## src/rtl/pdm_pkg.sv

```systemverilog
package pdm_pkg;

  typedef enum logic {
    MODE_NRZ = 1'b0,
    MODE_RTZ = 1'b1
  } pdm_mode_e;

  // Odd constants: multiplying by an odd number modulo 2^W is a bijection.
  localparam logic [31:0] MIX_MULT = 32'h9E37_79B1;
  // Key sequence: x' = 5x + odd, which has a full period modulo 2^W.
  localparam logic [31:0] KEY_MULT = 32'd5;
  localparam logic [31:0] KEY_INC  = 32'h3C6E_F35F;
  localparam logic [31:0] KEY_SEED = 32'hACE1_2B5D;

endpackage

```

## src/rtl/pdm_slot_timer.sv

```systemverilog
// Walks the slot index through every value once per period. In RTZ mode
// each slot lasts two clocks: a live half followed by a forced-low half.
module pdm_slot_timer #(
  parameter int W = 16
) (
  input  logic         clk,
  input  logic         rst_n,
  input  logic         en,
  input  logic         rtz_mode,
  output logic [W-1:0] slot,
  output logic         blank_half,
  output logic         at_start,
  output logic         last
);

  always_ff @(posedge clk or negedge rst_n) begin
    if (!rst_n) begin
      slot       <= '0;
      blank_half <= 1'b0;
    end else if (!en) begin
      slot       <= '0;
      blank_half <= 1'b0;
    end else if (rtz_mode) begin
      blank_half <= ~blank_half;
      if (blank_half) slot <= slot + 1'b1;
    end else begin
      blank_half <= 1'b0;
      slot       <= slot + 1'b1;
    end
  end

  assign at_start = (slot == '0) && !blank_half;
  assign last     = rtz_mode ? ((&slot) && blank_half) : (&slot);

endmodule

```

## src/rtl/pdm_key_reg.sv

```systemverilog
// Per-period scramble key; steps once at each period boundary.
module pdm_key_reg #(
  parameter int W = 16
) (
  input  logic         clk,
  input  logic         rst_n,
  input  logic         advance,
  output logic [W-1:0] key
);
  import pdm_pkg::*;

  localparam logic [W-1:0] KM   = KEY_MULT[W-1:0];
  localparam logic [W-1:0] KI   = KEY_INC[W-1:0];
  localparam logic [W-1:0] SEED = KEY_SEED[W-1:0];

  logic [W-1:0] key_nxt;
  assign key_nxt = key * KM + KI;

  always_ff @(posedge clk or negedge rst_n) begin
    if (!rst_n)       key <= SEED;
    else if (advance) key <= key_nxt;
  end

endmodule

```

## src/rtl/pdm_slot_map.sv

```systemverilog
// One-to-one scramble of the slot index, then threshold against N.
// The map is a bijection, so exactly N slots per period fall below N.
module pdm_slot_map #(
  parameter int W = 16
) (
  input  logic [W-1:0] slot,
  input  logic [W-1:0] key,
  input  logic [W-1:0] thresh,
  input  logic         blank,
  output logic         hit
);
  import pdm_pkg::*;

  localparam logic [W-1:0] MM = MIX_MULT[W-1:0];

  logic [W-1:0] rev;
  logic [W-1:0] scr;
  logic [W-1:0] mixed;

  for (genvar g = 0; g < W; g++) begin : g_rev
    assign rev[g] = slot[W-1-g];
  end

  assign scr   = rev ^ key;
  assign mixed = scr * MM;
  assign hit   = !blank && (mixed < thresh);

endmodule

```

## src/rtl/pdm_dac.sv

```systemverilog
module pdm_dac #(
  parameter int W = 16
) (
  input  logic         clk,
  input  logic         rst_n,
  input  logic         en,
  input  logic [W-1:0] level,
  input  logic         rtz,
  output logic         dout,
  output logic         period_done
);
  import pdm_pkg::*;

  logic [W-1:0] lvl_q;
  pdm_mode_e    mode_q;
  pdm_mode_e    mode_eff;
  logic [W-1:0] lvl_eff;
  logic [W-1:0] slot;
  logic [W-1:0] key;
  logic         blank_half;
  logic         at_start;
  logic         last;
  logic         hit;
  logic         rtz_eff;

  // On the first clock of a period the live inputs steer the slot logic.
  assign mode_eff = at_start ? pdm_mode_e'(rtz) : mode_q;
  assign lvl_eff  = at_start ? level : lvl_q;
  assign rtz_eff  = (mode_eff == MODE_RTZ);

  pdm_slot_timer #(.W(W)) u_timer (
    .clk        (clk),
    .rst_n      (rst_n),
    .en         (en),
    .rtz_mode   (rtz_eff),
    .slot       (slot),
    .blank_half (blank_half),
    .at_start   (at_start),
    .last       (last)
  );

  pdm_key_reg #(.W(W)) u_key (
    .clk     (clk),
    .rst_n   (rst_n),
    .advance (en && last),
    .key     (key)
  );

  pdm_slot_map #(.W(W)) u_map (
    .slot   (slot),
    .key    (key),
    .thresh (lvl_eff),
    .blank  (rtz_eff && blank_half),
    .hit    (hit)
  );

  always_ff @(posedge clk or negedge rst_n) begin
    if (!rst_n) begin
      lvl_q       <= '0;
      mode_q      <= MODE_NRZ;
      dout        <= 1'b0;
      period_done <= 1'b0;
    end else begin
      dout        <= en && hit;
      period_done <= en && last;
      if (en && at_start) begin
        lvl_q  <= level;
        mode_q <= mode_eff;
      end
    end
  end

endmodule

```

## config.mk

```make
export PLATFORM = sky130hd
export DESIGN_NAME = pdm_dac
export DESIGN_NICKNAME = d
export VERILOG_FILES = /design/src/rtl/pdm_pkg.sv /design/src/rtl/pdm_slot_timer.sv /design/src/rtl/pdm_key_reg.sv /design/src/rtl/pdm_slot_map.sv /design/src/rtl/pdm_dac.sv
export SDC_FILE = /design/constraint.sdc
export NUM_CORES = 1
export LEC_CHECK = 0
export BUFFER_PORTS_ARGS = -buffer_cell sky130_fd_sc_hd__buf_2
export CAP_MARGIN = 20
export CORE_ASPECT_RATIO = 1.5
export CORE_MARGIN = 4
export CORE_UTILIZATION = 50
export CTS_CLUSTER_DIAMETER = 50
export CTS_CLUSTER_SIZE = 40
export DETAILED_ROUTE_END_ITERATION = 8
export GPL_ROUTABILITY_DRIVEN = 0
export PLACE_DENSITY = 0.71
export SLEW_MARGIN = 0
export SYNTH_ARGS = -nofsm -noshare
export SYNTH_HDL_FRONTEND = slang
export SYNTH_SLANG_ARGS = --single-unit
```

## constraint.sdc

```tcl
create_clock -name clk -period 8.3 [get_ports clk]
set_input_delay 0.83 -clock clk [delete_from_list [all_inputs] [get_ports clk]]
set_output_delay 0.83 -clock clk [all_outputs]
set_load 0.02 [all_outputs]
```

Word-level counts from Yosys, hierarchy flattened:

Index checks and enable logic that the tools add are counted.
W data, S select, Z words.

* input port bits: 20
* logic and storage cells: 34
* register bits after elaboration: 52
* output and inout port bits: 2

* $lt $le $gt $ge: 1
* reductions and logical operators: 11
* multiplexer cells: 8
* equal/unequal tests: 1
* multipliers: 2
* bitwise logic cells: 2
* add/sub/neg operators: 2

Operators with widths (count)
* $mux W16: 4
* $add A16 B1 Y16 const B: 1
* $add A16 B16 Y16 const B: 1
* $logic_not A16 Y1: 1
* $lt A16 B16 Y1: 1
* $mul A16 B15 Y16 const B: 1
* $mul A16 B3 Y16 const B: 1
* $reduce_and A16 Y1: 1
* $xor A16 B16 Y16: 1
* $logic_and A1 B1 Y1: 7
* $mux W1: 4
* $ne A3 B2 Y1 const B: 1
* $logic_not A1 Y1: 2
* $not A1 Y1: 1

Depth between registers and ports, before layout:

Gate-level depths: netlist of the first run.

* depth after elaboration: 7
* gate-level depth with buffers: 25

Modules after synthesis:

Synthesis of the first run repeated with hierarchy kept, for this count alone.

* cells, all modules: 553
* area total of the unflattened synthesis: 5666.7 um^2

Modules (own cells, without submodules)
* pdm_slot_map: times used 1, cells each 226, seq. area each 0.0 um^2, area each 2142.1 um^2
* pdm_key_reg: times used 1, cells each 172, seq. area each 411.6 um^2, area each 1659.1 um^2
* pdm_dac: times used 1, cells each 60, seq. area each 475.5 um^2, area each 959.7 um^2
* pdm_slot_timer: times used 1, cells each 95, seq. area each 425.4 um^2, area each 905.9 um^2

Worst setup path before layout of the first run:

No wires, ideal clock.

* kind: flip-flop to flip-flop
* start point: reg u_key.key[0]
* end point: reg dout
* path slack: 2.471 ns
* data required time: 8.174 ns
* arrival time: 5.703 ns
* clock period less this slack: 5.829 ns
* cell stages (with the launch flop): 24
* setup time: 0.126 ns
* path buffers: 0
* cells stage by stage: dfstp_2 xnor2_1 inv_1 ha_1 ha_1 xor2_1 ha_1 fa_1 inv_1 fa_1 inv_1 fa_1 ha_1 xor2_1 xnor2_1 xnor3_1 xnor2_1 xnor2_1 ha_1 nand4_1 nor4_1 o2111ai_1 a221oi_1 nor2_1

* longest elaborated chain between the ends: 5

Ends and longest elaborated chain
* start, declared: RTL line pdm_key_reg.sv:8 `output logic [W-1:0] key`
* start signal, assigned: RTL line pdm_key_reg.sv:21 `else if (advance) key <= key_nxt;`
* $xor A16 B16 Y16: RTL line pdm_slot_map.sv:24 `assign scr = rev ^ key;`
* $mul A16 B15 Y16: RTL line pdm_slot_map.sv:25 `assign mixed = scr * MM;`
* $lt A16 B16 Y1: RTL line pdm_slot_map.sv:26 `assign hit = !blank && (mixed < thresh);`
* $logic_and A1 B1 Y1: RTL line pdm_slot_map.sv:26
* $logic_and A1 B1 Y1: RTL line pdm_dac.sv:64 `dout <= en && hit;`
* end signal, assigned: RTL line pdm_dac.sv:64
* end, declared: RTL line pdm_dac.sv:9 `output logic dout,`

Every way passes these cells.
A chain may end at the register's enable or synchronous reset.

Worst setup path after layout of the first run:

Same ends and word-level chain as after synthesis.

==> metrics, run 1 <==
run status=complete, no violations; starting utilization of the core area=51.6%; final hold vios=0; portion of total power attributed to the clock network=22.5%; Leakage=3.03 nW; beginning of the critical path=u_key.key[0]; post-synth design cell area=5530 um2; number of nets in the layout=713; switching share of total power=34.9%; area added between synthesis and finish=6.86%; Worst path most repeated cell=sky130_fd_sc_hd__ha_1; top flip-flop cell by instance count after synthesis=sky130_fd_sc_hd__dfrtp_1; final count of pins violating max slew=0; number of gates given a new drive strength after cts=0; combinational share of power=41.6%; via count normalized by instance count=5.50; cell count after placement=711; Layout fillers=980; critical path capture point type=flop; Initial DRC Count=76; number of logic stages on the critical path including buffering=23; R2R depth=23; worst slack on hold paths=465 ps; Port Buffers=21; first-pass GRT wire length=19600 um; die outline area=12800 um2; net switching power=0.332 mW; core region area=10700 um2; HPWL after DPL=9590 um; Fin Clk Skew=6.76 ps; Final setup viols=0; number of top-level pins=22; Worst path slowest cell=sky130_fd_sc_hd__dfstp_2; sequential share of the synthesized area=23.7%; maximum fanout along the worst path=6; area taken by flip-flops and latches=1310 um2; GRT Resource Usage Total=19.4%; combined area of the multi-input logic cells=3860 um2; DRC viols=0; most frequent standard cell in the layout excluding fill and tap cells=sky130_fd_sc_hd__ha_1; worst setup path endpoint=dout; horizontal extent of the die=93.8 um; critical path type=reg -> reg; number of buffers created by CTS=5; sequential power share=35.9%; number of vias after detailed routing=3958; initial antenna violation count=0; count of flip-flops with a built-in enable after synthesis=0; power density cells=161 nW/um2; number of diodes=0; post-layout min period=6360 ps; maximum root-to-sink buffer count=2; start of the worst register-to-register path=u_key.key[0]; post-detailed-routing wire length=11300 um; number of unique standard cell types used by synthesis=53; startpoint type of the worst setup path=flop; flop-to-flop setup slack=1940 ps; CTS clock-pin slew for the worst setup and hold paths=70 ps; clock latency reported for the late side of the worst-skew pair=300 ps; Row Count=46; ratio of final minimum period to clock period=76.6%; Final Instance Count excl. Fillers=719; final std cell area, no fill=5910 um2; vias in the first global route=4371; number of cells produced by synthesis=556; number of clock sinks=52; final standard cell utilization of the core=55.2%; actual slew at the worst max-slew pin=800 ps; critical path cell sequence=xnor2_1 -> inv_1 -> ha_1 -> ha_1 -> xor2_1 -> ha_1 -> fa_1 -> inv_1 -> fa_1 -> inv_1 -> fa_1 -> ha_1 -> xor2_1 -> xnor2_1 -> xnor3_1 -> xnor2_1 -> xnor2_1 -> ha_1 -> nand4_1 -> nor4_1 -> o2111ai_1 -> a221oi_1 -> nor2_1; post-CTS setup buffer count=0; y dimension of the die=137 um; post-detailed-route wirelength per cell=15.8 um; cell area after placement=5760 um2; cell family with most CP delay=adder cells; top library cells by usage in the layout, fill and taps aside=sky130_fd_sc_hd__ha_1 (86), sky130_fd_sc_hd__inv_1 (76), sky130_fd_sc_hd__dfrtp_1 (43); number of nets with antenna violations after routing=0; Internal Power=0.620 mW; Max IR drop VDD=0.0000925 V; #FFs+latches synth=52; GRT Residual Overflow=0; level count of the clock H-tree=2; pin count of the biggest net entering global routing=37; Post-synth ARST share=100%; relative max-transition margin=46.7%; count of maximum capacitance violations=0; share of post-route cells with drive strength above 1=11.3%; end of the worst register-to-register path=dout; Worst Hold Class=in -> async; combined buffer and inverter count along the critical path=3; CTS Hold Bufs=0; delay of the slowest cell on the worst path=580 ps; Root Buffer Master=sky130_fd_sc_hd__clkbuf_16; number of warnings reported in the yosys synthesis log=0; fmax=0.157 GHz; setup_tns=0 ps; syn nets=695; unrepaired setup endpoints after global routing=false; TritonCTS clock tree=done; required time at the worst-slack endpoint=8480 ps; worst endpoint data arrival time=6540 ps; average cell area after synthesis=9.94 um2; 1st-pass router iterations=4
## cells in the mapped netlist (6+ instances only)
master                     count  area [um2]
sky130_fd_sc_hd__ha_1         86        1080
sky130_fd_sc_hd__inv_1        76         285
sky130_fd_sc_hd__dfrtp_1      43        1080
sky130_fd_sc_hd__xnor2_1      37         324
sky130_fd_sc_hd__xor2_1       36         315
sky130_fd_sc_hd__fa_1         33         661
sky130_fd_sc_hd__nand2_1      29         109
sky130_fd_sc_hd__o21ai_0      22         110
sky130_fd_sc_hd__and2_1       19         119
sky130_fd_sc_hd__mux2_2       19         214
sky130_fd_sc_hd__a21oi_1      18        90.1
sky130_fd_sc_hd__mux2i_1      17         170
sky130_fd_sc_hd__nor2_1       17        63.8
sky130_fd_sc_hd__dfstp_2       9         236
sky130_fd_sc_hd__nor3_1        8        40.0
sky130_fd_sc_hd__a211oi_1      6        45.0
sky130_fd_sc_hd__nand3_1       6        30.0
## routing by layer
metal / vias up / GRT usage (%) / routed length [um]
li1: 1914 / - / -
met1: 1934 / 20.3 / 4300
met2: 72 / 37.8 / 6290
met3: 38 / 2.20 / 228
met4: 0 / 9.16 / 518
met5: - / 0 / 0
## state kept, by name, indices dropped and copies added (netlist names)
name	cells
lvl_q	16
u_key.key	16
u_timer.slot	16
dout	1
mode_q	1
period_done	1
u_timer.blank_half	1
## worst reg2reg max path: cells and delay by family, from the launching register on
kind | cells | cell delay (ps)
AND/OR/NAND/NOR | 3 | 450
flip-flops | 1 | 580
adder cells (fa/ha/maj) | 8 | 3080
AO/OA/AOI/OAI | 2 | 430
buffers and inverters | 3 | 260
XOR/XNOR | 7 | 1450
## metrics by stage
stage / setup slack (ps) / total power, mW
after floorplan: 2470 / 0.652
after global placement: 2130 / 0.728
after detailed placement: 1970 / 0.747
after CTS: 1950 / 0.961
after global routing: 1510 / 1.02
final: 1940 / 0.951
## power groups by stage
stage	registers [mW]	logic, mW	clock network [mW]
2_1_floorplan	0.337	0.315	0
3_3_place_gp	0.344	0.385	0
3_5_place_dp	0.347	0.400	0
4_1_cts	0.342	0.401	0.218
5_1_grt	0.348	0.443	0.227
6_report	0.342	0.396	0.214
## layout make-up
type,count,share of cell area (%)
inverter,76,4.83
clock inverter,1,0.127
sequential,52,22.2
timing repair buffer,23,2.03
tap,144,3.05
multi-input combinational,416,65.3
clock buffer,7,2.42
## logic make-up (layout without fill, tap and decap cells)
family	after synthesis	after routing	synth area share [%]
xor+xnor	74	74	12.0
simple gates	105	105	9.69
mux	37	37	7.36
compound gates	81	81	9.35
flops	52	52	23.7
fa+ha+maj	119	119	31.4
buf+inv	88	107	6.45
## worst min-delay path by stage
stage	endpoint	cells after the start	start	slack, ps
finish	lvl_q[11]	1	rst_n	470
global route	lvl_q[11]	1	rst_n	500
CTS	lvl_q[11]	1	rst_n	480
detailed placement	u_key.key[15]	1	u_key.key[15]	490
global placement	u_key.key[9]	2	u_key.key[9]	490
floorplan	u_key.key[15]	1	u_key.key[15]	460
No activity file was read; power rests on OpenSTA's default activity.
==> run 2: changes to the inputs <==
--- a/config.mk
+++ b/config.mk
@@ -5,6 +5,7 @@
 export SDC_FILE = /design/constraint.sdc
 export NUM_CORES = 1
 export LEC_CHECK = 0
+export ABC_AREA = 1
 export BUFFER_PORTS_ARGS = -buffer_cell sky130_fd_sc_hd__buf_2
 export CAP_MARGIN = 20
 export CORE_ASPECT_RATIO = 1.5
@@ -14,7 +15,7 @@
 export CTS_CLUSTER_SIZE = 40
 export DETAILED_ROUTE_END_ITERATION = 8
 export GPL_ROUTABILITY_DRIVEN = 0
-export PLACE_DENSITY = 0.71
+export PLACE_DENSITY = 0.73
 export SLEW_MARGIN = 0
 export SYNTH_ARGS = -nofsm -noshare
 export SYNTH_HDL_FRONTEND = slang
==> constraint.sdc (replaced) <==
create_clock -name clk -period 5.6 [get_ports clk]
set_input_delay 0.56 -clock clk [delete_from_list [all_inputs] [get_ports clk]]
set_output_delay 0.56 -clock clk [all_outputs]
set_load 0.02 [all_outputs]
==> run 2 against run 1 <==
  * Utilization up 2.8 points
  * Non-clock buffer count rose by 26
  * Critical path depth is 4 higher
  * Via count rose by 20%
  * Area after synthesis rose by 5.6%
  * Routed wire length rose by 18%
  * Die area up 5.2%
  * Synthesized cell count grew 32%
  * First-iteration DRC count rose by 110%
  * Hold slack got worse by 76 ps
  * Critical endpoint unchanged
==> metrics, run 2 <==
required time at the worst-slack endpoint=5790 ps; GRT Resource Usage Total=20.1%; top flop regs=lvl_q (16), u_key.key (16), u_timer.slot (16); ratio of final minimum period to clock period=96.4%; share of post-route cells with drive strength above 1=15.7%; Port Buffers=21; maximum fanout along the worst path=3; worst endpoint data arrival time=5590 ps; most repeated cell in the gate-level netlist after synthesis=sky130_fd_sc_hd__inv_1; post-layout min period=5400 ps; pin count of the biggest net entering global routing=53; final count of pins violating max slew=0; HPWL after DPL=10600 um; count of flip-flops with a built-in enable after synthesis=0; number of unique standard cell types used by synthesis=41; number of diodes=0; syn nets=872; clock latency reported for the late side of the worst-skew pair=300 ps; TritonCTS clock tree=done; number of buffers created by CTS=5; largest area contributor in the netlist=sky130_fd_sc_hd__dfrtp_1; Root Buffer Master=sky130_fd_sc_hd__clkbuf_16; Final setup viols=0; number of top-level pins=22; sequential share of the synthesized area=22.5%; level count of the clock H-tree=2; number of cells produced by synthesis=733; Worst Hold Class=in -> async; fmax=0.185 GHz; GRT Residual Overflow=0; top library cells by usage in the layout, fill and taps aside=sky130_fd_sc_hd__inv_1 (143), sky130_fd_sc_hd__nand2_1 (138), sky130_fd_sc_hd__ha_1 (75); largest cells by area after synthesis=sky130_fd_sc_hd__dfrtp_1 (18%), sky130_fd_sc_hd__ha_1 (18%), sky130_fd_sc_hd__fa_1 (11%); #FFs+latches synth=52; starting utilization of the core area=50.9%; Initial DRC Count=160; post-detailed-route wirelength per cell=14.5 um; horizontal extent of the die=96.2 um; Post-synth ARST share=100%; run status=complete, no violations; Row Count=48; area fraction of the dominant cell type after synthesis=18.4%; number of vias after detailed routing=4758; critical path capture point type=flop; number of nets with antenna violations after routing=0; first-pass GRT wire length=21400 um; maximum root-to-sink buffer count=2; count of maximum capacitance violations=0; unrepaired setup endpoints after global routing=true; DRC viols=0; average cell area after synthesis=7.96 um2; number of warnings reported in the yosys synthesis log=0; y dimension of the die=140 um; post-synth design cell area=5840 um2; via count normalized by instance count=5.13; most frequent standard cell in the layout excluding fill and tap cells=sky130_fd_sc_hd__inv_1; critical path type=reg -> reg; setup_tns=0 ps; number of nets in the layout=915; startpoint type of the worst setup path=flop; CTS clock-pin slew for the worst setup and hold paths=70 ps; area added between synthesis and finish=14.0%; leading cell types by count after synthesis=sky130_fd_sc_hd__inv_1 (146), sky130_fd_sc_hd__nand2_1 (144), sky130_fd_sc_hd__ha_1 (86); initial antenna violation count=0; top flip-flop cell by instance count after synthesis=sky130_fd_sc_hd__dfrtp_1; post-detailed-routing wire length=13400 um; relative max-transition margin=39.4%; core region area=11500 um2; number of clock sinks=52; actual slew at the worst max-slew pin=907 ps; final hold vios=0; die outline area=13500 um2; Fin Clk Skew=11.4 ps; vias in the first global route=4961; 1st-pass router iterations=4
## run 2: cell count changes after synthesis, moves of 18 or more
cell / delta
sky130_fd_sc_hd__nand2_1: +115
sky130_fd_sc_hd__inv_1: +70
sky130_fd_sc_hd__nor2_1: +18
sky130_fd_sc_hd__mux2_2: -19
sky130_fd_sc_hd__nand3_1: +20
sky130_fd_sc_hd__o21ai_0: +22
## run 2: final timing paths
kind	startpoint	to	slack, ps	cells after the start
setup / recovery	u_key.key[0]	dout	200	27
max in group asynchronous	rst_n	u_timer.slot[15]	4690	2
setup reg to reg	u_key.key[0]	dout	200	27
hold / removal	rst_n	u_key.key[15]	390	2
hold reg to reg	lvl_q[8]	lvl_q[8]	490	2
min in group clk	lvl_q[8]	lvl_q[8]	490	2
## run 2: repair_timing
item | 4_1_cts | 5_1_grt
gates resized for setup | 4 | 40
hold buffers | 0 | 0
buffers inserted | 9 | 3
pin swaps | 2 | 29
endpoints found under the setup margin | 1 | 1
hold endpoints to repair | 0 | 0
## run 2: layout make-up
type,count,area (um2)
Clock buffer,5,125
Inverter,148,556
Clock inverter,3,21.3
Fill cell,1021,4820
Sequential cell,52,1310
Multi-Input combinational cell,520,4140
Timing Repair Buffer,49,315
Tap cell,150,188
## run 2: cell families (layout without fill, tap and decap cells)
group                      Yosys count  count (layout)  share of synthesized area (%)
and+or+nand+nor                    241             241                           18.2
buffers and inverters              161             205                           11.0
adders and majority gates          119             119                           29.8
AOI/OAI and AO/OA                  103             103                           9.84
xor gates and xnor gates            57              57                           8.68
DFF                                 52              52                           22.5
## run 2: metal layers
| metal | wire length, um | up-vias | track usage, % |
|---|---|---|---|
| li1 | - | 2394 | - |
| met1 | 5200 | 2295 | 20.4 |
| met2 | 7710 | 48 | 40.3 |
| met3 | 225 | 21 | 2.31 |
| met4 | 275 | 0 | 6.15 |
| met5 | 0 | - | 0 |
## run 2: critical path, stage by stage (launching register included)
cell and delay (ps):
sky130_fd_sc_hd__dfstp_2 560, sky130_fd_sc_hd__xor2_2 210, sky130_fd_sc_hd__ha_4 250, sky130_fd_sc_hd__ha_4 250
sky130_fd_sc_hd__xor2_2 180, sky130_fd_sc_hd__ha_1 300, sky130_fd_sc_hd__fa_1 560, sky130_fd_sc_hd__inv_2 40
sky130_fd_sc_hd__fa_1 510, sky130_fd_sc_hd__inv_2 40, sky130_fd_sc_hd__fa_1 480, sky130_fd_sc_hd__ha_4 270
sky130_fd_sc_hd__ha_4 290, sky130_fd_sc_hd__nand2_4 50, sky130_fd_sc_hd__a21oi_2 120, sky130_fd_sc_hd__a211oi_2 60
sky130_fd_sc_hd__nand2_1 110, sky130_fd_sc_hd__inv_1 60, sky130_fd_sc_hd__nand3_2 80, sky130_fd_sc_hd__nand2_1 50
sky130_fd_sc_hd__nand2_1 80, sky130_fd_sc_hd__nand2_2 70, sky130_fd_sc_hd__ha_4 280, sky130_fd_sc_hd__nand2_2 50
sky130_fd_sc_hd__inv_2 50, sky130_fd_sc_hd__nand2_2 50, sky130_fd_sc_hd__o2111ai_2 180, sky130_fd_sc_hd__a21oi_1 50
## run 2: per-stage QoR
stage	instance area, um2	util (%)	setup WS [ps]	hold slack [ps]	std cells
floorplan	5840	-	0.426	264	733
global placement	6180	53.8	36.6	464	909
detailed placement	6180	53.8	-88.6	472	909
CTS	6430	56.0	2.28	422	926
global route	6650	58.0	-77.9	446	927
finish	6650	58.0	202	389	927
Power of run 2 is left out: the tool's default activity adds up to more than one toggle a clock period on the data nets, which glitch-free logic cannot reach.
==> run 3: changes to the inputs <==
--- a/config.mk
+++ b/config.mk
@@ -15,7 +15,7 @@
 export CTS_CLUSTER_SIZE = 40
 export DETAILED_ROUTE_END_ITERATION = 8
 export GPL_ROUTABILITY_DRIVEN = 0
-export PLACE_DENSITY = 0.73
+export PLACE_DENSITY = 0.81
 export SLEW_MARGIN = 0
 export SYNTH_ARGS = -nofsm -noshare
 export SYNTH_HDL_FRONTEND = slang
==> run 3 against run 2 <==
  * Sequential cell count is the same
  * Highest routed layer unchanged
  * Via count grew 1.2%
  * Die area is the same
  * Sequential share of layout area grew 0.12 points
  * Fmax shrank 2.9%
  * Clock-buffer cell count grew 1
  * Utilization shrank 0.35 points
==> metrics, run 3 (same netlist as run 2, synthesis figures left out) <==
actual slew at the worst max-slew pin=896 ps; ratio of final minimum period to clock period=99.3%; number of diodes=0; Layout fillers=988; post-detailed-route wirelength per cell=14.6 um; flop-to-flop setup slack=40 ps; combined area of the multi-input logic cells=4100 um2; number of top-level pins=22; initial antenna violation count=0; most frequent standard cell in the layout excluding fill and tap cells=sky130_fd_sc_hd__inv_1; required time at the worst-slack endpoint=5830 ps; Final setup viols=0; start of the worst register-to-register path=u_key.key[0]; vias in the first global route=5100; starting utilization of the core area=50.9%; Port Buffers=21; number of nets in the layout=914; worst setup path endpoint=dout; maximum fanout along the worst path=3; level count of the clock H-tree=2; worst endpoint data arrival time=5790 ps; top library cells by usage in the layout, fill and taps aside=sky130_fd_sc_hd__inv_1 (142), sky130_fd_sc_hd__nand2_1 (139), sky130_fd_sc_hd__ha_1 (80); first-pass GRT wire length=22400 um; Root Buffer Master=sky130_fd_sc_hd__clkbuf_16; share of post-route cells with drive strength above 1=14.6%; TritonCTS clock tree=done; final count of pins violating max slew=0; DRC viols=0; clock latency reported for the late side of the worst-skew pair=300 ps; Worst Hold Class=in -> async; die outline area=13500 um2; beginning of the critical path=u_key.key[0]; area taken by flip-flops and latches=1310 um2; Fin Clk Skew=4.84 ps; horizontal extent of the die=96.2 um; area added between synthesis and finish=13.3%; number of vias after detailed routing=4817; startpoint type of the worst setup path=flop; GRT Resource Usage Total=21.3%; number of clock sinks=52; GRT Residual Overflow=0; cell area after placement=6190 um2; core region area=11500 um2; relative max-transition margin=40.2%; critical path type=reg -> reg; HPWL after DPL=10500 um; end of the worst register-to-register path=dout; run status=complete, no violations; critical path capture point type=flop; final hold vios=0; post-detailed-routing wire length=13500 um; unrepaired setup endpoints after global routing=true; count of maximum capacitance violations=0; fmax=0.180 GHz; 1st-pass router iterations=5; number of buffers created by CTS=5; Row Count=48; maximum root-to-sink buffer count=2; pin count of the biggest net entering global routing=53; final std cell area, no fill=6610 um2; y dimension of the die=140 um; CTS clock-pin slew for the worst setup and hold paths=70 ps; top flop regs=lvl_q (16), u_key.key (16), u_timer.slot (16); post-layout min period=5560 ps; via count normalized by instance count=5.20; number of nets with antenna violations after routing=0; CTS Hold Bufs=0; Initial DRC Count=213; R2R depth=25
run 3: worst max-delay path, stage by stage (launching register included):
cell	delay, ps
sky130_fd_sc_hd__dfstp_2	580
sky130_fd_sc_hd__xor2_4	200
sky130_fd_sc_hd__ha_4	240
sky130_fd_sc_hd__ha_4	250
sky130_fd_sc_hd__xor2_2	180
sky130_fd_sc_hd__ha_1	320
sky130_fd_sc_hd__fa_1	550
sky130_fd_sc_hd__inv_2	40
sky130_fd_sc_hd__fa_1	540
sky130_fd_sc_hd__inv_1	70
sky130_fd_sc_hd__fa_1	480
sky130_fd_sc_hd__ha_4	300
sky130_fd_sc_hd__ha_4	210
sky130_fd_sc_hd__nand2_4	60
sky130_fd_sc_hd__a21oi_2	40
sky130_fd_sc_hd__a211oi_2	220
sky130_fd_sc_hd__nand2_2	110
sky130_fd_sc_hd__inv_2	60
sky130_fd_sc_hd__nand3_2	80
sky130_fd_sc_hd__nand2_1	70
sky130_fd_sc_hd__nand2_1	60
sky130_fd_sc_hd__nand2_2	80
sky130_fd_sc_hd__ha_4	210
sky130_fd_sc_hd__a211oi_4	250
sky130_fd_sc_hd__o2111ai_2	150
sky130_fd_sc_hd__a21oi_1	130
run 3: worst min-delay path by stage:
stage	end	slack (ps)	depth (start not counted)
6_report	u_key.key[14]	380	2
5_1_grt	u_key.key[14]	430	2
4_1_cts	u_key.key[14]	410	2
3_5_place_dp	lvl_q[10]	470	2
3_3_place_gp	lvl_q[3]	460	2
2_1_floorplan	dout	260	0
run 3: layout make-up:
class | count | share of cell area, %
Multi-Input combinational cell | 520 | 61.9
Sequential cell | 52 | 19.9
Inverter | 148 | 8.40
Timing Repair Buffer | 48 | 4.65
Tap cell | 150 | 2.84
Clock buffer | 6 | 2.10
Clock inverter | 2 | 0.227
run 3: per-stage QoR:
step	instances	hold slack (ps)	TNS (ps)	utilization (%)	worst slack (ps)
after floorplan	733	264	0	-	0.426
after global placement	911	462	0	54.0	59.4
after detailed placement	911	471	-225	54.0	-225
after CTS	922	408	0	56.3	5.21
after global routing	926	429	-177	57.7	-177
final	926	375	0	57.7	40.8
run 3: what timing repair did:
item / 4_1_cts / 5_1_grt
setup buffers: 3 / 4
resized for setup: 10 / 26
pin swaps: 3 / 21
endpoints found under the setup margin: 1 / 1
gates cloned: 0 / 0
run 3: routing by layer:
layer / up-vias / track usage (%) / wire [um]
met3: 60 / 3.33 / 371
met1: 2260 / 20.5 / 4780
met5: - / 0 / 0
li1: 2388 / - / -
met2: 109 / 39.8 / 7470
met4: 0 / 14.2 / 857
Power of run 3 is left out for the same reason.
